===== config.mk =====
export PLATFORM = sky130hd
export DESIGN_NAME = addsub_unit
export DESIGN_NICKNAME = d
export VERILOG_FILES = /design/src/rtl/addsub_pkg.sv /design/src/rtl/addsub_operand_prep.sv /design/src/rtl/addsub_carry_chain.sv /design/src/rtl/addsub_flag_unit.sv /design/src/rtl/addsub_unit.sv
export SDC_FILE = /design/constraint.sdc
export NUM_CORES = 1
export LEC_CHECK = 0
export ABC_AREA = 1
export BUFFER_PORTS_ARGS = -buffer_cell sky130_fd_sc_hd__buf_2
export CAP_MARGIN = 20
export CORE_UTILIZATION = 35
export DETAILED_ROUTE_END_ITERATION = 7
export PLACE_DENSITY_LB_ADDON = 0.1
export SYNTH_ARGS = -nofsm -noshare
export SYNTH_HDL_FRONTEND = slang
export SYNTH_SLANG_ARGS = --single-unit

===== constraint.sdc =====
create_clock -name vclk -period 23.2
set_input_delay 4.64 -clock vclk [all_inputs]
set_output_delay 4.64 -clock vclk [all_outputs]
set_load 0.01 [all_outputs]

===== src/rtl/addsub_pkg.sv =====
package addsub_pkg;
  typedef enum logic {
    MODE_ADD = 1'b0,
    MODE_SUB = 1'b1
  } addsub_mode_e;
endpackage


===== src/rtl/addsub_operand_prep.sv =====
module addsub_operand_prep
  import addsub_pkg::*;
#(
  parameter int unsigned W = 32
) (
  input  logic [W-1:0]  b_i,
  input  logic          cin_i,
  input  addsub_mode_e  mode_i,
  output logic [W-1:0]  b_eff_o,
  output logic          c_eff_o
);
  // subtract as a + ~b + ~borrow
  always_comb begin
    if (mode_i == MODE_SUB) begin
      b_eff_o = ~b_i;
      c_eff_o = ~cin_i;
    end else begin
      b_eff_o = b_i;
      c_eff_o = cin_i;
    end
  end
endmodule


===== src/rtl/addsub_carry_chain.sv =====
module addsub_carry_chain #(
  parameter int unsigned W          = 32,
  parameter bit          USE_RIPPLE = 1'b1
) (
  input  logic [W-1:0] x_i,
  input  logic [W-1:0] y_i,
  input  logic         c_i,
  output logic [W-1:0] sum_o,
  output logic         c_o
);
  if (USE_RIPPLE) begin : g_ripple
    logic [W:0] carry;
    assign carry[0] = c_i;
    for (genvar i = 0; i < W; i++) begin : g_bit
      logic p;
      assign p            = x_i[i] ^ y_i[i];
      assign sum_o[i]     = p ^ carry[i];
      assign carry[i+1]   = (x_i[i] & y_i[i]) | (p & carry[i]);
    end
    assign c_o = carry[W];
  end else begin : g_infer
    assign {c_o, sum_o} = {1'b0, x_i} + {1'b0, y_i} + {{W{1'b0}}, c_i};
  end
endmodule


===== src/rtl/addsub_flag_unit.sv =====
module addsub_flag_unit #(
  parameter int unsigned W = 32
) (
  input  logic         en_i,
  input  logic         x_msb_i,
  input  logic         y_msb_i,
  input  logic [W-1:0] sum_i,
  output logic         ovf_o,
  output logic         neg_o,
  output logic         zero_o
);
  logic same_sign;
  logic sign_flip;

  assign same_sign = ~(x_msb_i ^ y_msb_i);
  assign sign_flip = sum_i[W-1] ^ x_msb_i;

  assign ovf_o  = en_i & same_sign & sign_flip;
  assign neg_o  = en_i & sum_i[W-1];
  assign zero_o = en_i & ~(|sum_i);
endmodule


===== src/rtl/addsub_unit.sv =====
module addsub_unit
  import addsub_pkg::*;
#(
  parameter int unsigned W          = 32,
  parameter bit          USE_RIPPLE = 1'b1
) (
  input  logic [W-1:0] a_i,
  input  logic [W-1:0] b_i,
  input  logic         sub_i,
  input  logic         cin_i,
  input  logic         en_i,
  output logic [W-1:0] f_o,
  output logic         cout_o,
  output logic         ovf_o,
  output logic         neg_o,
  output logic         zero_o
);
  addsub_mode_e mode;
  logic [W-1:0] b_eff;
  logic         c_eff;
  logic [W-1:0] sum;
  logic         c_raw;

  assign mode = addsub_mode_e'(sub_i);

  addsub_operand_prep #(.W(W)) u_prep (
    .b_i    (b_i),
    .cin_i  (cin_i),
    .mode_i (mode),
    .b_eff_o(b_eff),
    .c_eff_o(c_eff)
  );

  addsub_carry_chain #(.W(W), .USE_RIPPLE(USE_RIPPLE)) u_chain (
    .x_i  (a_i),
    .y_i  (b_eff),
    .c_i  (c_eff),
    .sum_o(sum),
    .c_o  (c_raw)
  );

  addsub_flag_unit #(.W(W)) u_flags (
    .en_i   (en_i),
    .x_msb_i(a_i[W-1]),
    .y_msb_i(b_eff[W-1]),
    .sum_i  (sum),
    .ovf_o  (ovf_o),
    .neg_o  (neg_o),
    .zero_o (zero_o)
  );

  // borrow-out is the inverted chain carry
  assign f_o    = en_i ? sum : '0;
  assign cout_o = en_i & ((mode == MODE_SUB) ? ~c_raw : c_raw);
endmodule


# Word level (Yosys, flattened, before mapping)
# Index checks and enable logic that the tools add are counted.
totals:
  ff_bits: 0
  out_inout_bits: 36
  elab_cells: 176
op_classes:
  n_mux: 4
  bitwise_logic: 171
  n_reduce_logical: 1
ops:
  columns: ["op", "n"]
  rows:
  - ["$and A1 B1 Y1", 69]
  - ["$xor A1 B1 Y1", 65]
  - ["$mux W32", 2]
  - ["$not A32 Y32", 1]
  - ["$or A1 B1 Y1", 32]
  - ["$reduce_or A32 Y1", 1]
  - ["$not A1 Y1", 4]
  - ["$mux W1", 2]

# Longest topological paths before layout
# Gate-level depths: netlist (run 1).
logic_depth:
  word_depth: 70
  depth_mapped: 42

# By module
# Synthesis (run 1) repeated with hierarchy kept, for this count alone.
hier_totals:
  hier_cells: 292
  area_unflattened_um2: 1834.3
by_module_without_submodules:
  columns: ["module", "instances", "cells_per_inst", "area_each_um2", "seq_area_each_um2"]
  rows:
  - ["addsub_operand_prep", 1, 140, 679.4, 0.0]
  - ["addsub_carry_chain", 1, 42, 678.2, 0.0]
  - ["addsub_unit", 1, 72, 329.1, 0.0]
  - ["addsub_flag_unit", 1, 38, 147.6, 0.0]

# Worst setup path after synthesis (run 1)
# Ideal clock, no wire load.
synth_path:
  path_kind: "input -> output"
  start: "input port sub_i"
  end: "output port zero_o"
  t_arrival_ps: 18654
  required_ps: 18560
  path_slack_ps: -94
  cell_stages: 42
  cell_sequence: "buf_4 buf_6 xor2_1 fa_1 fa_1 fa_1 fa_1 fa_1 fa_1 fa_1 fa_1 fa_1 fa_1 fa_1 fa_1 fa_1 fa_1 fa_1 [6 not listed] fa_1 fa_1 fa_1 fa_1 fa_1 fa_1 fa_1 fa_1 inv_1 fa_1 fa_1 inv_1 fa_1 nor2_1 nand2_1 nor2_1 nand3_1 nor2_1"
synth_between:
  elab_chain_cells: 68
  word_cells_on_any_way: 162
  classes_between: "mux: 2; bitwise: 159; reduce/logical: 1"
synth_lines:
  columns: ["element", "line_no", "rtl"]
  rows:
  - ["start, declared", "addsub_unit.sv:9", "input logic sub_i,"]
  - ["$mux W32", "addsub_operand_prep.sv:14", "if (mode_i == MODE_SUB) begin"]
  - ["$xor A1 B1 Y1", "addsub_carry_chain.sv:16", "assign p = x_i[i] ^ y_i[i];"]
  - ["$and A1 B1 Y1", "addsub_carry_chain.sv:18", "assign carry[i+1] = (x_i[i] & y_i[i]) | (p & carry[i]);"]
  - ["$or A1 B1 Y1", "addsub_carry_chain.sv:18", null]
  - ["$and A1 B1 Y1", "addsub_carry_chain.sv:18", null]
  - ["$or A1 B1 Y1", "addsub_carry_chain.sv:18", null]
  - ["$and A1 B1 Y1", "addsub_carry_chain.sv:18", null]
  - ["$or A1 B1 Y1", "addsub_carry_chain.sv:18", null]
  - ["[52 not listed]", null, null]
  - ["$and A1 B1 Y1", "addsub_carry_chain.sv:18", null]
  - ["$or A1 B1 Y1", "addsub_carry_chain.sv:18", null]
  - ["$and A1 B1 Y1", "addsub_carry_chain.sv:18", null]
  - ["$or A1 B1 Y1", "addsub_carry_chain.sv:18", null]
  - ["$xor A1 B1 Y1", "addsub_carry_chain.sv:17", "assign sum_o[i] = p ^ carry[i];"]
  - ["$reduce_or A32 Y1 (*)", "addsub_flag_unit.sv:20", "assign zero_o = en_i & ~(|sum_i);"]
  - ["$not A1 Y1 (*)", "addsub_flag_unit.sv:20", null]
  - ["$and A1 B1 Y1 (*)", "addsub_flag_unit.sv:20", null]
  - ["end, declared", "addsub_unit.sv:16", "output logic zero_o"]
# Every way passes the cells marked *; elsewhere a longest branch is shown, timed or not.

# Final worst setup path (run 1)
# Same ends and word-level chain as after synthesis.

==> results of run 1 <==
==> cells in the mapped netlist <==
master	number	area share
fa_1	32	0.46
buf_4	2	0.011
or2_2	1	0.0045
o21ai_0	1	0.0036
buf_6	3	0.024
ha_1	1	0.0090
nor3_1	1	0.0036
xnor2_1	3	0.019
buf_2	3	0.011
inv_2	1	0.0027
nand2_1	37	0.099
xor2_1	31	0.19
inv_1	34	0.091
nor2_1	21	0.056
a211oi_1	1	0.0054
nand3_1	2	0.0072
==> timing repair <==
item / CTS / global route
pin swaps: 1 / 0
resized for setup: 7 / 9
setup endpoints to repair: 5 / 5
gates cloned: 0 / 0
==> logic make-up after synthesis <==
family / after synthesis / synth area share
buffers and inverters: 43 / 0.140
AO/OA/AOI/OAI: 2 / 0.00895
AND/OR/NAND/NOR: 62 / 0.171
adder cells (fa/ha/maj): 33 / 0.467
XOR/XNOR: 34 / 0.213
==> how the worst min path moves through the flow <==
stage / from / endpoint / slack, ns / cells after the start
4_1_cts: a_i[31] / ovf_o / 9.61 / 3
5_1_grt: a_i[31] / ovf_o / 9.65 / 3
6_report: a_i[31] / ovf_o / 9.62 / 3
3_5_place_dp: a_i[31] / ovf_o / 9.60 / 3
2_1_floorplan: a_i[31] / ovf_o / 9.35 / 1
3_3_place_gp: a_i[31] / ovf_o / 9.60 / 3
==> layer usage <==
layer,up-vias,wire [um]
li1,685,-
met1,607,1380
met2,53,1740
met3,0,282
met4,0,0
met5,-,0
==> placed cells by master (no fill, tap or decap) <==
cell type,count
buf_2,103
inv_1,34
xor2_1,31
fa_2,19
nand2_1,37
nand3_1,2
fa_1,13
nor2_1,20
nor2_2,1
nor3_1,1
o21ai_0,1
inv_2,1
a211oi_2,1
buf_4,3
ha_1,1
xnor2_1,3
or2_2,1
==> final cells by class <==
cell class | count | area share
multi-input combinational | 131 | 0.633
tap | 48 | 0.0302
inverter | 35 | 0.0661
timing repair buffer | 106 | 0.271
==> through the flow <==
stage	util	cell area, sq um	std cells	hold slack (ns)	setup TNS [ns]
finish	0.531	1990	320	9.62	0
global route	0.531	1990	320	9.65	0
CTS	0.525	1960	320	9.61	0
detailed placement	0.520	1950	320	9.60	-1.30
global placement	0.520	1950	320	9.60	-0.776
floorplan	-	1410	174	9.35	0
==> power by group through the flow <==
stage          Sequential (uW)  Combinational [uW]  Clock (uW)
2_1_floorplan                0                48.5           0
3_3_place_gp                 0                73.0           0
3_5_place_dp                 0                74.3           0
4_1_cts                      0                75.4           0
5_1_grt                      0                87.2           0
6_report                     0                74.8           0
==> critical path, delay by kind of cell <==
family | cells | cell delay (ns)
buffers and inverters | 4 | 0.40
AND/OR/NAND/NOR | 5 | 0.45
adder cells (fa/ha/maj) | 32 | 12.25
XOR/XNOR | 1 | 0.18
==> impl_metrics.py, run 1 <==
metrics = {
    "cells_and_area": {
        "final_nets": 374,
        "regArea_sq_um": 0,
        "layout-drive-gt1-share": 0.474,
        "areaGrowthSynthToFinish_pct": 42.2,
        "seq_cell_count": 0,
        "fillers": 402,
        "multi_input_area_sq_um": 1260,
        "clkbuf_count": 0,
        "antenna_cells": 0,
    },
    "setup_path": {
        "critPathRequiredTime_ns": 18.56,
        "critPathKind": "primary input to primary output",
        "cp_slowest_stage_delay_ns": 0.45,
        "worstPathArrival_ns": 17.93,
        "start_kind": "primary input",
        "critPathLaunch": "sub_i",
        "crit_top_cell": "fa_2",
        "critPathCaptureType": "primary output",
        "slowest_stage": "fa_2",
        "crit_end": "zero_o",
        "worstPathMaxFanout": 3,
    },
    "power_and_ir_drop": {
        "pwr-share-comb": 1.000,
        "p_sw_uw": 39.5,
        "p_seq_frac": 0,
        "max-vdd-ir-drop_mv": 0.0177,
        "swShare": 0.528,
        "p_per_area_nw_per_um2": 37.6,
        "p_int_uw": 35.3,
        "p_total_uw": 74.8,
        "pwr-share-clk": 0,
        "leakage_uw": 0.00119,
    },
    "place": {
        "dp.final_hpwl_um": 3010,
        "place_congestion": 0.716,
        "dp_slack_ns": -0.401,
        "port_buffers": 103,
    },
    "global_routing": {
        "grt_pass1_wl_um": 5290,
        "grtUsageMet3": 0.0260,
        "grt_max_degree": 33,
        "met2_usage": 0.286,
        "busiest_layer": "met2",
        "grt_use_met1": 0.210,
        "track_usage": 0.158,
        "globalRoute.totalOverflow": 0,
        "antenna_found_initial": 0,
        "grt_pass1_vias": 1247,
    },
    "routing": {
        "drtIter0Drc": 20,
        "via_per_inst": 4.20,
        "num_vias": 1345,
        "drt_wl_total_um": 3410,
        "wl_per_cell_um": 10.6,
        "antenna_left": 0,
        "drc": 0,
        "first_pass_iters": 4,
    },
    "die": {
        "rows": 22,
        "io_pins": 103,
        "die_x_um": 65.2,
        "die_area_sq_um": 4250,
        "initial_utilization": 0.373,
        "die_y_um": 65.2,
        "core_sq_um": 3740,
    },
    "sta": {
        "setup_slack_ns": 0.633,
        "rsz0062_at_grt": "no",
        "final-hold-violation-count": 0,
        "setup_viol": 0,
        "max_freq_mhz": 44.3,
        "period_minus_slack_ns": 22.57,
        "period_share": 0.973,
        "slew_headroom": 0.617,
        "worst_slew_pin_slew_ns": 0.574,
        "drv_slew": 0,
    },
    "cts": {
        "postCtsHoldBufs": 0,
        "post_cts_buffers": 0,
    },
    "min_path": {
        "hp-class": "primary input to primary output",
    },
    "synth": {
        "synth_cell_types": 16,
        "synthCells": 174,
        "yosysWarnings": 0,
        "syn_area_sq_um": 1400,
        "postSynthNetCount": 274,
        "yosysSeqAreaShare": 0,
        "syn_area_per_cell_sq_um": 8.03,
    },
    "outcome": {
        "status": "finished clean",
    },
    "flow_run": {
        "max_cap_viol_count": 0,
    },
}
No activity file was read; power rests on OpenSTA's default activity.
==> run 2, diff against run 1 <==
--- a/config.mk
+++ b/config.mk
@@ -8,9 +8,11 @@
 export ABC_AREA = 1
 export BUFFER_PORTS_ARGS = -buffer_cell sky130_fd_sc_hd__buf_2
 export CAP_MARGIN = 20
+export CORE_MARGIN = 3
 export CORE_UTILIZATION = 35
 export DETAILED_ROUTE_END_ITERATION = 7
 export PLACE_DENSITY_LB_ADDON = 0.1
 export SYNTH_ARGS = -nofsm -noshare
 export SYNTH_HDL_FRONTEND = slang
 export SYNTH_SLANG_ARGS = --single-unit
+export TNS_END_PERCENT = 50
==> constraint.sdc (replaced) <==
create_clock -name vclk -period 20.2
set_input_delay 4.04 -clock vclk [all_inputs]
set_output_delay 4.04 -clock vclk [all_outputs]
set_load 0.01 [all_outputs]
==> impl_metrics.py, run 2 (synthesized netlist as in run 1, its figures left out) <==
metrics = {
    "sta": {
        "setup_slack_ns": -0.552,
        "period_minus_slack_ns": 20.75,
        "max_freq_mhz": 48.2,
        "drv_slew": 0,
        "period_share": 1.03,
        "final-hold-violation-count": 0,
        "setup_viol": 5,
        "slew_headroom": 0.614,
        "rsz0062_at_grt": "yes",
        "worst_slew_pin_slew_ns": 0.580,
        "hold_ws_ns": 8.42,
    },
    "place": {
        "dp.final_hpwl_um": 3250,
        "port_buffers": 103,
        "place_congestion": 0.777,
        "placed_area_sq_um": 2020,
        "dp.cells": 320,
    },
    "cells_and_area": {
        "regArea_sq_um": 0,
        "final_common_cell": "buf_2",
        "final_nets": 375,
        "areaGrowthSynthToFinish_pct": 47.8,
        "clkbuf_count": 0,
        "multi_input_area_sq_um": 1300,
        "fillers": 397,
        "seq_cell_count": 0,
        "final_cell_mix": "100 x buf_2, 36 x nand2_1, 32 x fa_2",
        "stdcell_area_sq_um": 2070,
        "antenna_cells": 0,
        "fin_cells": 321,
        "layout-drive-gt1-share": 0.546,
    },
    "die": {
        "die_y_um": 69.2,
        "initial_utilization": 0.373,
        "rows": 22,
        "io_pins": 103,
        "die_area_sq_um": 4790,
        "core_sq_um": 3740,
        "die_x_um": 69.2,
    },
    "routing": {
        "num_vias": 1361,
        "first_pass_iters": 4,
        "drtIter0Drc": 37,
        "antenna_left": 0,
        "via_per_inst": 4.24,
        "drc": 0,
        "drt_wl_total_um": 3620,
        "wl_per_cell_um": 11.3,
    },
    "setup_path": {
        "critPathRequiredTime_ns": 16.16,
        "cp_slowest_stage_delay_ns": 0.44,
        "critPathCaptureType": "primary output",
        "critPathKind": "primary input to primary output",
        "crit_family": "adder cells",
        "cp_num_buf_inv": 6,
        "worstPathMaxFanout": 3,
        "worstPathArrival_ns": 16.71,
        "start_kind": "primary input",
        "slowest_stage": "fa_2",
        "crit_top_cell": "fa_2",
    },
    "power_and_ir_drop": {
        "pwr-share-clk": 0,
        "p_seq_frac": 0,
        "p_sw_uw": 47.2,
        "swShare": 0.517,
        "p_int_uw": 44.2,
        "pwr-share-comb": 1.000,
        "p_per_area_nw_per_um2": 44.3,
        "max-vdd-ir-drop_mv": 0.0268,
        "leakage_uw": 0.00119,
    },
    "global_routing": {
        "grt_pass1_vias": 1449,
        "grt_pass1_wl_um": 6130,
        "antenna_found_initial": 0,
        "track_usage": 0.150,
        "grt_max_degree": 33,
        "globalRoute.totalOverflow": 0,
    },
    "cts": {
        "postCtsHoldBufs": 0,
    },
    "min_path": {
        "hp-class": "primary input to primary output",
    },
    "flow_run": {
        "max_cap_viol_count": 0,
    },
    "outcome": {
        "status": "finished, violations left",
        "violations": "negative setup slack",
    },
}
run 2: cell types whose count changed in the layout (fill, tap and decap cells not counted), sizes merged:
cell and change:
buf +1
run 2: power groups by stage:
stage | Combinational, uW | Clock [uW] | Sequential [uW]
after floorplan | 59.6 | 0 | 0
after global routing | 106 | 0 | 0
after global placement | 88.7 | 0 | 0
final | 91.4 | 0 | 0
after detailed placement | 89.7 | 0 | 0
after CTS | 91.2 | 0 | 0
run 2: stage by stage:
step                      power, uW   util  TNS, ns  setup WS (ns)
after global placement         88.7  0.540    -2.99         -0.692
after global routing            106  0.552    -4.92         -0.975
after floorplan                59.6      -    -1.51         -0.419
after CTS                      91.2  0.546    -2.80         -0.653
after detailed placement       89.7  0.540    -3.30         -0.759
final                          91.4  0.552    -2.37         -0.552
run 2: routing by layer:
| metal | vias to the layer above | part of all wire | GRT usage |
|---|---|---|---|
| met5 | - | 0 | 0 |
| met3 | 0 | 0.083 | 0.0261 |
| met2 | 49 | 0.53 | 0.286 |
| li1 | 684 | - | - |
| met4 | 0 | 0 | 0 |
| met1 | 628 | 0.38 | 0.188 |
run 2: area by class of cell:
class,instances,area share
Inverter,35,0.0636
Tap cell,48,0.0291
Multi-Input combinational cell,131,0.631
Timing Repair Buffer,107,0.277
run 2: final timing paths:
check             slack, ns    start  cells past startpoint    end
hold / removal         8.42  a_i[31]                      3  ovf_o
setup / recovery      -0.55    sub_i                     40  ovf_o
run 2: repair_timing:
item                                    CTS  global route
buffers inserted                          0             1
endpoints found under the setup margin    6             7
pin swaps                                 3             1
gates resized for setup                   7             4
==> run 3, diff against run 2 <==
==> constraint.sdc (replaced) <==
create_clock -name vclk -period 20.2
set_input_delay 3.03 -clock vclk [all_inputs]
set_output_delay 3.03 -clock vclk [all_outputs]
set_load 0.01 [all_outputs]
==> impl_metrics.py, run 3 (synthesized netlist as in run 1, its figures left out) <==
metrics = {
    "place": {
        "dp.final_hpwl_um": 3290,
        "dp_slack_ns": -0.309,
        "port_buffers": 103,
        "place_congestion": 0.751,
    },
    "routing": {
        "via_per_inst": 4.19,
        "num_vias": 1340,
        "drtIter0Drc": 26,
        "drt_wl_total_um": 3660,
        "first_pass_iters": 4,
        "drc": 0,
        "wl_per_cell_um": 11.4,
        "antenna_left": 0,
    },
    "sta": {
        "period_minus_slack_ns": 19.60,
        "rsz0062_at_grt": "no",
        "drv_slew": 0,
        "setup_slack_ns": 0.599,
        "final-hold-violation-count": 0,
        "period_share": 0.970,
        "slew_headroom": 0.612,
        "max_freq_mhz": 51.0,
        "setup_viol": 0,
        "worst_slew_pin_slew_ns": 0.582,
        "finalSetupTns_ns": 0,
        "hold_ws_ns": 6.40,
    },
    "die": {
        "initial_utilization": 0.373,
        "die_area_sq_um": 4790,
        "core_sq_um": 3740,
        "die_y_um": 69.2,
        "die_x_um": 69.2,
        "io_pins": 103,
        "rows": 22,
    },
    "flow_run": {
        "max_cap_viol_count": 0,
    },
    "setup_path": {
        "critPathLaunch": "sub_i",
        "critPathKind": "primary input to primary output",
        "start_kind": "primary input",
        "critPathCaptureType": "primary output",
        "worstPathArrival_ns": 16.57,
        "worstPathMaxFanout": 3,
        "slowest_stage": "fa_1",
        "critPathRequiredTime_ns": 17.17,
        "cp_slowest_stage_delay_ns": 0.53,
        "crit_top_cell": "fa_1",
    },
    "cells_and_area": {
        "multi_input_area_sq_um": 1240,
        "clkbuf_count": 0,
        "areaGrowthSynthToFinish_pct": 40.9,
        "final_common_cell": "buf_2",
        "seq_cell_count": 0,
        "fillers": 394,
        "regArea_sq_um": 0,
        "layout-drive-gt1-share": 0.452,
        "final_nets": 374,
        "antenna_cells": 0,
        "final_cell_mix": "103 x buf_2, 37 x nand2_1, 34 x inv_1",
        "final_util": 0.526,
    },
    "cts": {
        "post_cts_buffers": 0,
        "postCtsHoldBufs": 0,
    },
    "global_routing": {
        "grt_pass1_vias": 1372,
        "grt_pass1_wl_um": 6150,
        "track_usage": 0.154,
        "globalRoute.totalOverflow": 0,
        "grt_max_degree": 33,
        "antenna_found_initial": 0,
    },
    "min_path": {
        "worstHoldStart": "a_i[31]",
        "hp-class": "primary input to primary output",
    },
    "power_and_ir_drop": {
        "p_per_area_nw_per_um2": 43.3,
        "leakage_uw": 0.00119,
        "max-vdd-ir-drop_mv": 0.0200,
    },
    "outcome": {
        "status": "finished clean",
    },
}
-- run 3: cell types whose count changed in the layout (fill, tap and decap cells not counted), moves of 2 or more --
| cell | delta |
|---|---|
| inv_2 | -3 |
| nor2_1 | +2 |
| buf_6 | -3 |
| nor2_2 | -2 |
| buf_2 | +3 |
| fa_1 | +17 |
| fa_2 | -17 |
| inv_1 | +3 |
-- run 3: layer usage --
layer,wire length [um],up-vias,global-route usage
met1,1540,602,0.207
li1,-,685,-
met5,0,-,0
met2,1790,53,0.271
met3,324,0,0.0319
met4,0,0,0
-- run 3: power by group --
group	total [uW]	leakage [uW]	internal (uW)	switching [uW]
Sequential	0	0	0	0
Combinational	85.3	0.00119	39.8	45.5
Clock	0	0	0	0
-- run 3: repair_timing --
action | in CTS | in global routing
endpoints found under the setup margin | 4 | 5
gates resized for setup | 6 | 9
pin swaps | 0 | 1
-- run 3: through the flow --
| stage | area (sq um) | std cells | power [uW] |
|---|---|---|---|
| floorplan | 1400 | 174 | 54.9 |
| global placement | 1930 | 320 | 84.0 |
| detailed placement | 1930 | 320 | 84.8 |
| CTS | 1950 | 320 | 86.0 |
| global route | 1970 | 320 | 98.9 |
| finish | 1970 | 320 | 85.3 |
-- run 3: worst paths after layout --
check	cells after the start	slack (ns)	to
setup / recovery	42	0.60	zero_o
hold / removal	3	6.40	ovf_o
-- run 3: layout make-up --
cell class                 count  area share
inverter                      35      0.0667
multi-input combinational    131       0.630
timing repair buffer         106       0.273
tap                           48      0.0305
-- run 3: worst max-delay path, delay by kind of cell --
family / cells / cell delay (ns)
simple gates: 5 / 0.46
buf+inv: 4 / 0.42
fa+ha+maj: 32 / 12.47
xor+xnor: 1 / 0.18
